### src/rtl/rect_blit_pkg.sv
// Shared types for the rectangle blitter: mode word layout and pixel widths.
package rect_blit_pkg;

    typedef enum logic [1:0] {
        PIX8  = 2'd0,
        PIX16 = 2'd1,
        PIX32 = 2'd2
    } pix_w_e;

    // Mode word: [4] expand, [3] pattern, [2] backwards, [1:0] pixel width
    typedef struct packed {
        logic       expand;
        logic       pattern;
        logic       backwards;
        logic [1:0] pw;
    } blit_mode_t;

    typedef enum logic [1:0] {
        ST_IDLE = 2'd0,
        ST_RD   = 2'd1,
        ST_WR   = 2'd2
    } blit_state_e;

endpackage

### src/rtl/rect_blit_ctrl.sv
// Sequencer for the rectangle blitter.
// Captures the configuration on start, alternates read and write cycles per
// byte, and keeps the row, column, pixel-in-group and pattern-row counters
// together with the running source and destination addresses.
// Assumes the caller ignores start while busy; this module does so itself.
module rect_blit_ctrl
    import rect_blit_pkg::*;
#(
    parameter int AW = 22,
    parameter int WW = 13,
    parameter int HW = 10,
    parameter int PW = 13,
    parameter int CW = 32,
    parameter int XW = 5
) (
    input  logic          clk,
    input  logic          rst_n,
    input  logic          start,
    input  logic [WW-1:0] cfg_width,
    input  logic [HW-1:0] cfg_height,
    input  logic [PW-1:0] cfg_src_pitch,
    input  logic [PW-1:0] cfg_dst_pitch,
    input  logic [AW-1:0] cfg_src_addr,
    input  logic [AW-1:0] cfg_dst_addr,
    input  logic [CW-1:0] cfg_fg,
    input  logic [CW-1:0] cfg_bg,
    input  blit_mode_t    cfg_mode,
    output blit_state_e   state,
    output blit_mode_t    mode_q,
    output logic [AW-1:0] src_cur,
    output logic [AW-1:0] dst_cur,
    output logic [XW-1:0] x_cnt,
    output logic [2:0]    y_row,
    output logic [CW-1:0] fg_q,
    output logic [CW-1:0] bg_q,
    output logic          done
);

    logic [WW-1:0] width_q, col_cnt;
    logic [HW-1:0] height_q, row_cnt;
    logic [PW-1:0] spitch_q, dpitch_q;
    logic [AW-1:0] src_row, dst_row;
    logic [XW-1:0] x_last;
    logic          x_wrap, row_end, last_row;
    logic [AW-1:0] dst_next_row, src_next_row;

    // Last pixel-in-group index for the latched pixel width
    always_comb begin
        case (mode_q.pw)
            PIX16:   x_last = XW'(15);
            PIX32:   x_last = XW'(31);
            default: x_last = XW'(7);
        endcase
    end

    // Row and rectangle end conditions, and next row start addresses
    always_comb begin
        x_wrap       = (x_cnt == x_last);
        row_end      = (col_cnt == width_q);
        last_row     = (row_cnt == height_q);
        dst_next_row = dst_row + AW'(dpitch_q);
        src_next_row = src_row + AW'(spitch_q);
    end

    // Sequencer state, counters and running addresses
    always_ff @(posedge clk) begin
        if (!rst_n) begin
            state    <= ST_IDLE;
            done     <= 1'b0;
            mode_q   <= '0;
            width_q  <= '0;
            height_q <= '0;
            spitch_q <= '0;
            dpitch_q <= '0;
            fg_q     <= '0;
            bg_q     <= '0;
            src_cur  <= '0;
            src_row  <= '0;
            dst_cur  <= '0;
            dst_row  <= '0;
            col_cnt  <= '0;
            row_cnt  <= '0;
            x_cnt    <= '0;
            y_row    <= '0;
        end else begin
            case (state)
                ST_IDLE: begin
                    if (start) begin
                        mode_q   <= cfg_mode;
                        width_q  <= cfg_width;
                        height_q <= cfg_height;
                        spitch_q <= cfg_src_pitch;
                        dpitch_q <= cfg_dst_pitch;
                        fg_q     <= cfg_fg;
                        bg_q     <= cfg_bg;
                        src_cur  <= cfg_src_addr;
                        src_row  <= cfg_src_addr;
                        dst_cur  <= cfg_dst_addr;
                        dst_row  <= cfg_dst_addr;
                        col_cnt  <= '0;
                        row_cnt  <= '0;
                        x_cnt    <= '0;
                        y_row    <= '0;
                        done     <= 1'b0;
                        state    <= ST_RD;
                    end
                end
                ST_RD: state <= ST_WR;
                ST_WR: begin
                    if (row_end) begin
                        if (last_row) begin
                            done  <= 1'b1;
                            state <= ST_IDLE;
                        end else begin
                            row_cnt <= row_cnt + 1'b1;
                            y_row   <= y_row + 1'b1;
                            col_cnt <= '0;
                            x_cnt   <= '0;
                            dst_row <= dst_next_row;
                            dst_cur <= dst_next_row;
                            if (!mode_q.pattern) begin
                                src_row <= src_next_row;
                                src_cur <= src_next_row;
                            end
                            state <= ST_RD;
                        end
                    end else begin
                        col_cnt <= col_cnt + 1'b1;
                        x_cnt   <= x_wrap ? '0 : x_cnt + 1'b1;
                        dst_cur <= mode_q.backwards ? dst_cur - 1'b1 : dst_cur + 1'b1;
                        if (!mode_q.pattern && !mode_q.expand)
                            src_cur <= mode_q.backwards ? src_cur - 1'b1 : src_cur + 1'b1;
                        else if (!mode_q.pattern && x_wrap)
                            src_cur <= src_cur + 1'b1;
                        state <= ST_RD;
                    end
                end
                default: state <= ST_IDLE;
            endcase
        end
    end

endmodule

### src/rtl/rect_blit_srcaddr.sv
// Source address generator: forms the read address for the current byte from
// the running source address, pattern row and pixel-in-group counter.
// Purely combinational; assumes its inputs are stable for the read cycle.
module rect_blit_srcaddr
    import rect_blit_pkg::*;
#(
    parameter int AW = 22,
    parameter int XW = 5
) (
    input  blit_mode_t    mode,
    input  logic [AW-1:0] src_cur,
    input  logic [XW-1:0] x_cnt,
    input  logic [2:0]    y_row,
    output logic [AW-1:0] rd_addr
);

    logic [AW-1:0] base8, base4;

    // Aligned pattern bases
    always_comb begin
        base8 = {src_cur[AW-1:3], 3'b000};
        base4 = {src_cur[AW-1:2], 2'b00};
    end

    // Address selection by source kind and pixel width
    always_comb begin
        case ({mode.expand, mode.pattern})
            2'b01: begin
                case (mode.pw)
                    PIX16:   rd_addr = base4 + (AW'(y_row) << 4) + AW'(x_cnt[3:0]);
                    PIX32:   rd_addr = base4 + (AW'(y_row) << 5) + AW'(x_cnt);
                    default: rd_addr = base8 + (AW'(y_row) << 3) + AW'(x_cnt[2:0]);
                endcase
            end
            2'b11:   rd_addr = base8 | AW'(y_row);
            default: rd_addr = src_cur;
        endcase
    end

endmodule

### src/rtl/rect_blit_pixsel.sv
// Pixel byte selector: in expand modes picks the mask bit from the fetched
// byte and the colour byte lane from the destination address; otherwise
// passes the fetched byte through with a full byte enable.
// Purely combinational; assumes rdata is the byte fetched for this pixel.
module rect_blit_pixsel
    import rect_blit_pkg::*;
#(
    parameter int CW = 32,
    parameter int XW = 5
) (
    input  blit_mode_t    mode,
    input  logic [XW-1:0] x_cnt,
    input  logic [1:0]    dst_lo,
    input  logic [7:0]    rdata,
    input  logic [CW-1:0] fg,
    input  logic [CW-1:0] bg,
    output logic [7:0]    wdata,
    output logic          wmask
);

    logic [2:0]    bit_k;
    logic [1:0]    lane;
    logic          mbit;
    logic [CW-1:0] colour;

    // Bit index and byte lane by pixel width
    always_comb begin
        case (mode.pw)
            PIX16: begin
                bit_k = x_cnt[3:1];
                lane  = {1'b0, dst_lo[0]};
            end
            PIX32: begin
                bit_k = x_cnt[4:2];
                lane  = dst_lo;
            end
            default: begin
                bit_k = x_cnt[2:0];
                lane  = 2'd0;
            end
        endcase
    end

    // Mask bit, colour choice and final byte
    always_comb begin
        mbit   = rdata[3'd7 - bit_k];
        colour = mbit ? fg : bg;
        if (mode.expand) begin
            wdata = colour[8*lane +: 8];
            wmask = mbit;
        end else begin
            wdata = rdata;
            wmask = 1'b1;
        end
    end

endmodule

### src/rtl/rect_blit.sv
// Rectangle pattern and expand blitter, top level.
// Drives a synchronous single-port byte memory: the read cycle presents the
// source address, the write cycle presents the destination byte.
// Assumes mem_rdata is the byte at the address given on the previous cycle.
module rect_blit
    import rect_blit_pkg::*;
#(
    parameter int AW = 22,
    parameter int WW = 13,
    parameter int HW = 10,
    parameter int PW = 13,
    parameter int CW = 32
) (
    input  logic          clk,
    input  logic          rst_n,
    input  logic          start,
    input  logic [WW-1:0] cfg_width,
    input  logic [HW-1:0] cfg_height,
    input  logic [PW-1:0] cfg_src_pitch,
    input  logic [PW-1:0] cfg_dst_pitch,
    input  logic [AW-1:0] cfg_src_addr,
    input  logic [AW-1:0] cfg_dst_addr,
    input  logic [CW-1:0] cfg_fg,
    input  logic [CW-1:0] cfg_bg,
    input  logic [4:0]    cfg_mode,
    output logic [AW-1:0] mem_addr,
    output logic          mem_we,
    output logic          mem_wmask,
    output logic [7:0]    mem_wdata,
    input  logic [7:0]    mem_rdata,
    output logic          done
);

    localparam int XW = $clog2(32);

    blit_state_e   state;
    blit_mode_t    mode_q;
    logic [AW-1:0] src_cur, dst_cur, rd_addr;
    logic [XW-1:0] x_cnt;
    logic [2:0]    y_row;
    logic [CW-1:0] fg_q, bg_q;
    logic          expand_q;

    rect_blit_ctrl #(.AW(AW), .WW(WW), .HW(HW), .PW(PW), .CW(CW), .XW(XW)) u_ctrl (
        .clk(clk), .rst_n(rst_n), .start(start),
        .cfg_width(cfg_width), .cfg_height(cfg_height),
        .cfg_src_pitch(cfg_src_pitch), .cfg_dst_pitch(cfg_dst_pitch),
        .cfg_src_addr(cfg_src_addr), .cfg_dst_addr(cfg_dst_addr),
        .cfg_fg(cfg_fg), .cfg_bg(cfg_bg), .cfg_mode(blit_mode_t'(cfg_mode)),
        .state(state), .mode_q(mode_q), .src_cur(src_cur), .dst_cur(dst_cur),
        .x_cnt(x_cnt), .y_row(y_row), .fg_q(fg_q), .bg_q(bg_q), .done(done)
    );

    rect_blit_srcaddr #(.AW(AW), .XW(XW)) u_srcaddr (
        .mode(mode_q), .src_cur(src_cur), .x_cnt(x_cnt), .y_row(y_row),
        .rd_addr(rd_addr)
    );

    rect_blit_pixsel #(.CW(CW), .XW(XW)) u_pixsel (
        .mode(mode_q), .x_cnt(x_cnt), .dst_lo(dst_cur[1:0]), .rdata(mem_rdata),
        .fg(fg_q), .bg(bg_q), .wdata(mem_wdata), .wmask(mem_wmask)
    );

    // Memory address and strobe by cycle kind
    always_comb begin
        expand_q = mode_q.expand;
        mem_we   = (state == ST_WR);
        case (state)
            ST_RD:   mem_addr = rd_addr;
            ST_WR:   mem_addr = dst_cur;
            default: mem_addr = '0;
        endcase
    end

endmodule

### config.mk
export PLATFORM = sky130hd
export DESIGN_NAME = rect_blit
export DESIGN_NICKNAME = d
export VERILOG_FILES = /design/src/rtl/rect_blit_pkg.sv /design/src/rtl/rect_blit_ctrl.sv /design/src/rtl/rect_blit_srcaddr.sv /design/src/rtl/rect_blit_pixsel.sv /design/src/rtl/rect_blit.sv
export SDC_FILE = /design/constraint.sdc
export NUM_CORES = 1
export LEC_CHECK = 0
export CAP_MARGIN = 20
export CORE_ASPECT_RATIO = 1.75
export CORE_UTILIZATION = 30
export DETAILED_ROUTE_END_ITERATION = 8
export PLACE_DENSITY = 0.51
export SKIP_LAST_GASP = 1
export SYNTH_ARGS = -nofsm -noshare
export SYNTH_HDL_FRONTEND = slang
export SYNTH_SLANG_ARGS = --single-unit
### constraint.sdc
create_clock -name clk -period 4.2 [get_ports clk]
set_clock_uncertainty 0.15 [all_clocks]
set_input_delay 0.84 -clock clk [delete_from_list [all_inputs] [get_ports clk]]
set_output_delay 0.84 -clock clk [all_outputs]
set_load 0.005 [all_outputs]
==> out/qor.txt, run 1 <==
crit path cell chain - inv_2, ha_4, a221o_1, o21ai_1, buf_4, mux2_4, a221oi_4, buf_6, buf_8, buf_16, mux4_2, a21oi_2, o21ai_2, buf_2
status - complete, but fails checks
measured slew at the worst slew-check pin - 1100 ps
top cells by count, synth - nand2_1, a21oi_1, dfxtp_1, nor2_1, clkbuf_1
Slew Limit Fails - 0
count of cell types in the netlist - 79
Crit. End Element - primary output
CP peak stage delay - 340 ps
routed via count - 17467
drt first pass iters - 6
cell leakage power - 8.16 nW
DRC - 0
total core area - 53500 um^2
largest cells by area after synthesis - dfxtp_1, nand2_1, a21oi_1
Nets - 2678
Detailed Place HPWL - 52400 um
Setup WS pre-CTS - -180 ps
Slew headroom - 26.2%
post-layout util - 39.6%
CP delay by family, top - compound AO/OA/AOI/OAI gates
DRT iter0 DRCs - 1165
Worst setup SP type - register
Ant. Diodes - 0
total power - 0.00799 W
Hold Crit Class - register to register
Mapped Cells - 2211
I/O pin cnt - 206
Critical Path AT - 3420 ps
Area growth syn-to-layout - 29.5%
DP Cell Count - 3058
Port Buffers - 205
H-tree levels - 1
f_max - 0.227 GHz
async set or reset register ratio after synthesis - 0%
worst setup margin - -209 ps
Filler Cell Count - 5654
Die W - 179 um
Crit path buffers/inverters - 6
Hold Vio Cnt, Final - 0
Routed WL - 68900 um
register area share after synthesis - 29.4%
TritonCTS clock tree - yes
flops & latches, synth - 240
P per Cell Area - 377 nW/um^2
die area - 55500 um^2
Routed wire per std cell - 22.0 um
Peak supply drop - 0.307 mV
ys flop type - dfxtp_1
initial antenna violation count - 0
clk root buf - clkbuf_16
Yosys top cell area share - 29.4%
gpl congestion - 0.971
GR Overflow Total - 0
global-route wire length before repair - 103000 um
clk slew on worst S/H paths - 70 ps
share of layout cells above drive strength 1 - 13.0%
Synth area leader - dfxtp_1
Final Non-Filler Cells - 3133
EDFF count, synth - 0
Final Cycle Share - 105%
MaxCap Viol Count - 0
crit-path max FO - 6
CP max-delay cell - dfxtp_2
vias in the first global route - 17558
Synth warnings - 0
synthesized area per cell - 7.40 um^2
most frequent cell after synthesis - nand2_1
WS Path Type - register to primary output
Initial Utilization - 30.6%
CTS buffer count - 27
Rows - 112
GRT Total Usage - 24.4%
dpl cell area - 19600 um^2
Clock Latency Late Sink - 560 ps
RSZ-0062 raised after global routing - true
vias per cell - 5.58
Clock Path Buffers - 3
fin crit period - 4410 ps
largest net degree at the start of global routing - 83
synthesized area - 16400 um^2
final setup violation count - 9
Die Ht - 311 um
post-route cell area - 21200 um^2
# hold bufs at CTS - 0
Synth Net Count - 2461
clk sinks - 240
WP data required - 3210 ps
number of routed nets with antenna violations - 0
failing checks - negative setup slack
routing by layer:
metal / vias up / track usage [%] / part of all wire, %
met5: - / 0 / 0
li1: 8369 / - / -
met1: 8363 / 26.0 / 36
met3: 166 / 2.20 / 4.1
met4: 0 / 14.7 / 6.5
met2: 569 / 45.5 / 53
cell usage in the layout, fill, tap and decap left out, types with 37 or more instances in the layout:
cell type / Yosys / layout
mux2i_1: 37 / 37
xor2_1: 46 / 44
nand2_1: 399 / 398
xnor2_1: 73 / 72
nor3_1: 52 / 49
nor2_1: 170 / 164
inv_1: 45 / 41
buf_4: 3 / 126
dfxtp_1: 240 / 227
ha_1: 72 / 63
o21ai_0: 114 / 109
nand3_1: 49 / 49
a21oi_1: 259 / 245
clkdlybuf4s50_1: 0 / 179
final timing paths:
check	start	slack, ps	endpoint	cells past startpoint
setup / recovery	u_ctrl.mode_q[0]	-210	mem_wdata[2]	14
hold / removal	u_ctrl.bg_q[17]	300	u_ctrl.bg_q[17]	2
setup reg to reg	u_ctrl.dpitch_q[0]	730	u_ctrl.dst_cur[18]	11
hold reg to reg	u_ctrl.bg_q[17]	300	u_ctrl.bg_q[17]	2
cell families (layout without fill, tap and decap cells):
family | Yosys count | after routing | synth area share (%)
buffers and inverters | 205 | 443 | 4.96
multiplexers | 58 | 58 | 4.28
flip-flops | 240 | 240 | 29.4
AND/OR/NAND/NOR | 829 | 829 | 22.5
AO/OA/AOI/OAI | 683 | 683 | 26.4
XOR/XNOR | 119 | 119 | 6.37
adder cells (fa/ha/maj) | 77 | 77 | 6.12
cell type report:
cell class | instances | area (um^2) | share of cell area, %
multi-input combinational | 1766 | 11100 | 52.6
clock inverter | 13 | 226 | 1.07
timing repair buffer | 348 | 3210 | 15.1
tap | 684 | 856 | 4.04
sequential | 240 | 4830 | 22.8
clock buffer | 37 | 763 | 3.60
inverter | 45 | 174 | 0.821
power by group:
part           internal [W]  total (W)  switching, W
clock               0.00164    0.00268       0.00104
sequential          0.00250    0.00277      0.000269
combinational       0.00103    0.00254       0.00151
total               0.00517    0.00799       0.00282
per-stage QoR:
step | TNS (ps) | hold WS, ps
floorplan | 0 | 283
global placement | -946 | 293
detailed placement | -1050 | 297
CTS | -1430 | 306
global route | -2850 | 324
finish | -1110 | 303
worst register-to-register path, delay by kind of cell, from the launching register on:
kind,cells,cell delay (ps)
adder cells (fa/ha/maj),2,620
AO/OA/AOI/OAI,6,1870
XOR/XNOR,1,130
AND/OR/NAND/NOR,1,170
flip-flops,1,340
buffers and inverters,1,70
flip-flops by register name, summed over array words and instances, names as in the netlist:
name	cells
u_ctrl.spitch_q	13
u_ctrl.bg_q	32
u_ctrl.mode_q	5
u_ctrl.src_row	22
u_ctrl.width_q	13
u_ctrl.dst_cur	22
u_ctrl.src_cur	22
u_ctrl.state	2
u_ctrl.dst_row	22
u_ctrl.x_cnt	5
u_ctrl.col_cnt	13
u_ctrl.dpitch_q	13
u_ctrl.height_q	10
u_ctrl.fg_q	32
u_ctrl.done	1
u_ctrl.row_cnt	10
u_ctrl.y_row	3
what timing repair did:
item	CTS	global route
gates cloned	3	0
pin swaps	33	31
endpoints found under the setup margin	27	20
buffers inserted	12	13
resized for setup	122	47
(Power assumes the default switching activity.)
==> inputs of run 2 (changes only) <==
--- a/config.mk
+++ b/config.mk
@@ -9,6 +9,8 @@
 export CORE_ASPECT_RATIO = 1.75
 export CORE_UTILIZATION = 30
 export DETAILED_ROUTE_END_ITERATION = 8
+export GPL_TIMING_DRIVEN = 0
+export HOLD_SLACK_MARGIN = 0.1
 export PLACE_DENSITY = 0.51
 export SKIP_LAST_GASP = 1
 export SYNTH_ARGS = -nofsm -noshare
==> run 2 against run 1 <==
- maximum frequency increased by 2.0%
- combinational power grew 7%
- the flow still finishes with violations (negative setup slack)
- critical endpoint is now mem_wdata[0]
- cell count up 2.0%
- sequential share of layout area barely moved
==> out/qor.txt, run 2 (synthesis results as in run 1) <==
status - complete, but fails checks
failing checks - negative setup slack
worst setup margin - -122 ps
Worst Hold Path EP - u_ctrl.bg_q[0]
H-tree levels - 1
MaxCap Viol Count - 0
routed via count - 18380
r2r setup slk - 220 ps
final setup violation count - 9
share of layout cells above drive strength 1 - 11.5%
Slew headroom - 16.6%
WP data required - 3210 ps
Routed wire per std cell - 25.4 um
largest net degree at the start of global routing - 26
vias per cell - 5.75
initial antenna violation count - 1
crit path cell chain - inv_4, ha_4, clkinvlp_4, o21ai_4, mux2_4, a221oi_4, buf_6, buf_6, buf_6, mux4_2, a21oi_2, o21ai_1, buf_2
worst hold start - u_ctrl.bg_q[0]
TritonCTS clock tree - yes
Sum Neg Setup Slack - -749 ps
# hold bufs at CTS - 0
WS Path Type - register to primary output
clk slew on worst S/H paths - 60 ps
Routed WL - 81000 um
fin crit period - 4320 ps
Slew Limit Fails - 0
drt first pass iters - 6
f_max - 0.231 GHz
Hold Path Cell Cnt - 2
clk root buf - clkbuf_16
CP max-delay cell - dfxtp_4
Crit. End Element - primary output
Hold Vio Cnt, Final - 0
Detailed Place HPWL - 63300 um
vias in the first global route - 18557
DRT iter0 DRCs - 1375
Worst setup SP type - register
Port Buffers - 205
I/O pin cnt - 206
commonest non-fill, non-tap cell in the layout - nand2_1
number of routed nets with antenna violations - 0
Clock Path Buffers - 3
GR Overflow Total - 0
RSZ-0062 raised after global routing - true
worst hold margin - 304 ps
Peak supply drop - 0.255 mV
gpl congestion - 0.997
cell leakage power - 8.00 nW
Critical Path AT - 3330 ps
CP delay by family, top - compound AO/OA/AOI/OAI gates
GRT Total Usage - 28.8%
DRC - 0
Initial Utilization - 30.6%
Ant. Diodes - 0
Crit path buffers/inverters - 6
Rows - 112
CP peak stage delay - 380 ps
Final Cycle Share - 103%
crit-path max FO - 7
Most Frequent Cell on Critical Path - buf_6
Clock Latency Late Sink - 570 ps
global-route wire length before repair - 118000 um
largest registers - u_ctrl.bg_q x32, u_ctrl.fg_q x32
die area - 55500 um^2
Die W - 179 um
Reg-to-Reg Start - u_ctrl.width_q[12]
Area growth syn-to-layout - 30.1%
FF-to-FF path depth - 9
clk sinks - 240
Nets - 2743
Hold Crit Class - register to register
P per Cell Area - 378 nW/um^2
Die Ht - 311 um
total core area - 53500 um^2
measured slew at the worst slew-check pin - 1240 ps
most frequent cells in the layout - nand2_1, a21oi_1, dfxtp_1, clkdlybuf4s50_1, nor2_1
Filler Cell Count - 5617
CTS buffer count - 26
worst r2r dst - u_ctrl.dst_row[6]
==> run 2: metrics by stage <==
stage	util (%)	instances	total power, W	setup WS [ps]	area [um^2]
final	39.7	3195	0.00804	-122	21300
after global placement	36.0	3100	0.00526	-1230	19300
after CTS	39.1	3180	0.00795	-157	20900
after global routing	39.7	3195	0.00835	-249	21300
after floorplan	-	2211	0.00419	347	16400
after detailed placement	36.1	3105	0.00529	-1060	19300
==> run 2: timing repair <==
item	in CTS	in global routing
endpoints found under the setup margin	38	28
gates resized for setup	207	65
pin swaps	47	30
setup buffers	35	14
cloned	1	0
==> run 2: final cells by class <==
type / count / area (um^2) / area share (%)
inverter: 45 / 179 / 0.841
multi-input combinational: 1766 / 11300 / 53.3
clock buffer: 35 / 756 / 3.55
buffer: 153 / 697 / 3.28
sequential: 240 / 4840 / 22.7
clock inverter: 11 / 165 / 0.776
tap: 684 / 856 / 4.02
timing repair buffer: 261 / 2450 / 11.5
==> run 2: worst max-delay path by stage <==
stage                     slack [ps]        startpoint            to  cells past startpoint
final                           -120  u_ctrl.mode_q[0]  mem_wdata[0]                     13
after global routing            -250  u_ctrl.mode_q[0]  mem_wdata[0]                     15
after CTS                       -160  u_ctrl.mode_q[0]  mem_wdata[6]                     14
after detailed placement       -1060   u_ctrl.state[0]   mem_addr[5]                      9
after global placement         -1230   u_ctrl.state[0]   mem_addr[5]                      9
after floorplan                  350  u_ctrl.mode_q[0]  mem_wdata[6]                      9
==> run 2: worst reg2reg max path, cell delays in order (launching register included) <==
cell      delay (ps)
dfxtp_1          350
xor2_1           170
nor4_1           350
nand4_1          610
o21ai_1          430
and2_1           170
clkbuf_1         710
buf_1            620
nor2_1            90
a211oi_1         250
==> run 2: metal layers <==
metal | track usage (%) | share of wire (%)
met1 | 29.5 | 35
met2 | 51.3 | 50
met3 | 4.00 | 5.5
met4 | 23.2 | 9.7
met5 | 0 | 0.0099
==> run 2: power by group <==
group	total (W)	internal (W)	switching, W
clock	0.00256	0.00151	0.00106
sequential	0.00277	0.00250	0.000272
combinational	0.00271	0.000985	0.00172
total	0.00804	0.00499	0.00305
==> inputs of run 3 (changes only) <==
--- a/config.mk
+++ b/config.mk
@@ -13,6 +13,7 @@
 export HOLD_SLACK_MARGIN = 0.1
 export PLACE_DENSITY = 0.51
 export SKIP_LAST_GASP = 1
+export SLEW_MARGIN = 20
 export SYNTH_ARGS = -nofsm -noshare
 export SYNTH_HDL_FRONTEND = slang
 export SYNTH_SLANG_ARGS = --single-unit
==> run 3 against run 2 <==
- the run still ends with negative setup slack left
- combinational power fell by 1%
- maximum frequency fell by 0.14%
- register-to-register slack improved by 30 ps
- die area did not move
- critical endpoint unchanged
- hold slack barely moved
- critical path depth did not move
- final area fell by 1.8%
- highest routed layer unchanged
- setup slack got worse by 6.1 ps
- clock power fell by 13%
- total power fell by 4.7%
==> out/qor.txt, run 3 (synthesis results as in run 1) <==
fin crit period - 4330 ps
Crit. End Element - primary output
Clock Path Buffers - 3
cell leakage power - 7.83 nW
post-route cell area - 20900 um^2
Slew headroom - 16.4%
footprint of the multi-input gates - 11200 um^2
Worst setup SP type - register
Detailed Place HPWL - 63100 um
die area - 55500 um^2
global-route wire length before repair - 117000 um
DP Cell Count - 3101
most frequent cells in the layout - nand2_1, a21oi_1, dfxtp_1, clkdlybuf4s50_1, nor2_1
WP data required - 3210 ps
largest net degree at the start of global routing - 26
share of layout cells above drive strength 1 - 10.4%
CP peak stage delay - 370 ps
vias in the first global route - 18508
routed via count - 18316
vias per cell - 5.77
gpl congestion - 0.997
Initial Utilization - 30.6%
Hold Crit Class - register to register
Reg-to-Reg Start - u_ctrl.width_q[12]
Sum Neg Setup Slack - -797 ps
DRC - 0
Port Buffers - 205
FF-to-FF path depth - 9
MaxCap Viol Count - 0
r2r setup slk - 250 ps
Routed WL - 80300 um
number of routed nets with antenna violations - 0
Routed wire per std cell - 25.3 um
largest registers - u_ctrl.bg_q x32, u_ctrl.fg_q x32
Die Ht - 311 um
Final Non-Filler Cells - 3174
RSZ-0062 raised after global routing - true
clk slew on worst S/H paths - 60 ps
Peak supply drop - 0.264 mV
Die W - 179 um
# hold bufs at CTS - 0
worst r2r dst - u_ctrl.src_cur[3]
measured slew at the worst slew-check pin - 1250 ps
I/O pin cnt - 206
P per Cell Area - 367 nW/um^2
commonest non-fill, non-tap cell in the layout - nand2_1
WS Path Type - register to primary output
H-tree levels - 1
Nets - 2725
TritonCTS clock tree - yes
dpl cell area - 19300 um^2
Worst Hold Path EP - u_ctrl.bg_q[0]
FF+latch area - 4840 um^2
worst setup margin - -128 ps
Rows - 112
initial antenna violation count - 1
crit-path max FO - 7
GR Overflow Total - 0
Most Frequent Cell on Critical Path - buf_6
Area growth syn-to-layout - 27.8%
CTS buffer count - 25
Filler Cell Count - 5733
crit path cell chain - inv_2, ha_4, a221o_1, o21ai_4, mux2_4, a221oi_4, buf_6, buf_6, buf_6, mux4_2, a21oi_2, o21ai_1, buf_2
failing checks - negative setup slack
worst hold margin - 304 ps
final setup violation count - 11
Clock Latency Late Sink - 550 ps
total core area - 53500 um^2
clk root buf - clkbuf_16
DRT iter0 DRCs - 1348
Critical Path AT - 3340 ps
clk sinks - 240
CP max-delay cell - dfxtp_4
f_max - 0.231 GHz
drt first pass iters - 6
Hold Path Cell Cnt - 2
GRT Total Usage - 28.6%
Final Cycle Share - 103%
worst hold start - u_ctrl.bg_q[0]
status - complete, but fails checks
Hold Vio Cnt, Final - 0
Slew Limit Fails - 0
run 3: cell count changes in the layout (fill, tap and decap cells not counted), moves of 3 or more:
cell,delta
clkdlybuf4s15_1,-4
a21oi_1,+3
buf_6,+4
clkbuf_2,+4
dlymetal6s2s_1,+3
buf_4,-17
bufinv_16,-3
o21ai_1,+3
run 3: critical path, delay by kind of cell (launching register included):
family,cells,cell delay [ps]
multiplexers,2,650
buffers and inverters,5,580
flip-flops,1,370
AO/OA/AOI/OAI,5,940
adder cells (fa/ha/maj),1,250
run 3: metrics by stage:
stage	worst slack, ps	total power (W)	util, %
2_1_floorplan	347	0.00419	-
3_3_place_gp	-1230	0.00526	36.0
3_5_place_dp	-1170	0.00528	36.0
4_1_cts	-156	0.00760	38.6
5_1_grt	-250	0.00796	39.0
6_report	-128	0.00766	39.0
run 3: area by class of cell:
type / instances / share of cell area [%]
Timing Repair Buffer: 244 / 11.1
Sequential cell: 240 / 23.2
Multi-Input combinational cell: 1766 / 53.7
Clock buffer: 36 / 3.43
Inverter: 45 / 0.862
Clock inverter: 5 / 0.257
Tap cell: 684 / 4.09
Antenna cell: 1 / 0.0120
Buffer: 153 / 3.31
run 3: worst max-delay path by stage:
stage	startpoint	to	slack, ps	cells past startpoint
4_1_cts	u_ctrl.mode_q[0]	mem_wdata[6]	-160	14
3_3_place_gp	u_ctrl.state[0]	mem_addr[5]	-1230	9
3_5_place_dp	u_ctrl.state[0]	mem_addr[5]	-1170	9
5_1_grt	u_ctrl.mode_q[0]	mem_wdata[0]	-250	15
2_1_floorplan	u_ctrl.mode_q[0]	mem_wdata[6]	350	9
6_report	u_ctrl.mode_q[0]	mem_wdata[0]	-130	13
run 3: what timing repair did:
item,in CTS,in global routing
pin swaps,43,35
cloned,1,0
endpoints found under the setup margin,40,33
resized for setup,196,60
buffers inserted,27,12
run 3: per-layer routing:
layer | track usage (%) | routed length, um
met2 | 51.7 | 40900
met4 | 22.5 | 7410
met3 | 3.64 | 4120
met1 | 29.0 | 27900
met5 | 0 | 13
run 3: where the power goes:
group	internal [W]	leakage (nW)	total, W	switching [W]
logic	0.000966	5.46	0.00267	0.00171
clock network	0.00124	0.381	0.00222	0.000982
registers	0.00250	1.98	0.00277	0.000271
total	0.00470	7.83	0.00766	0.00296
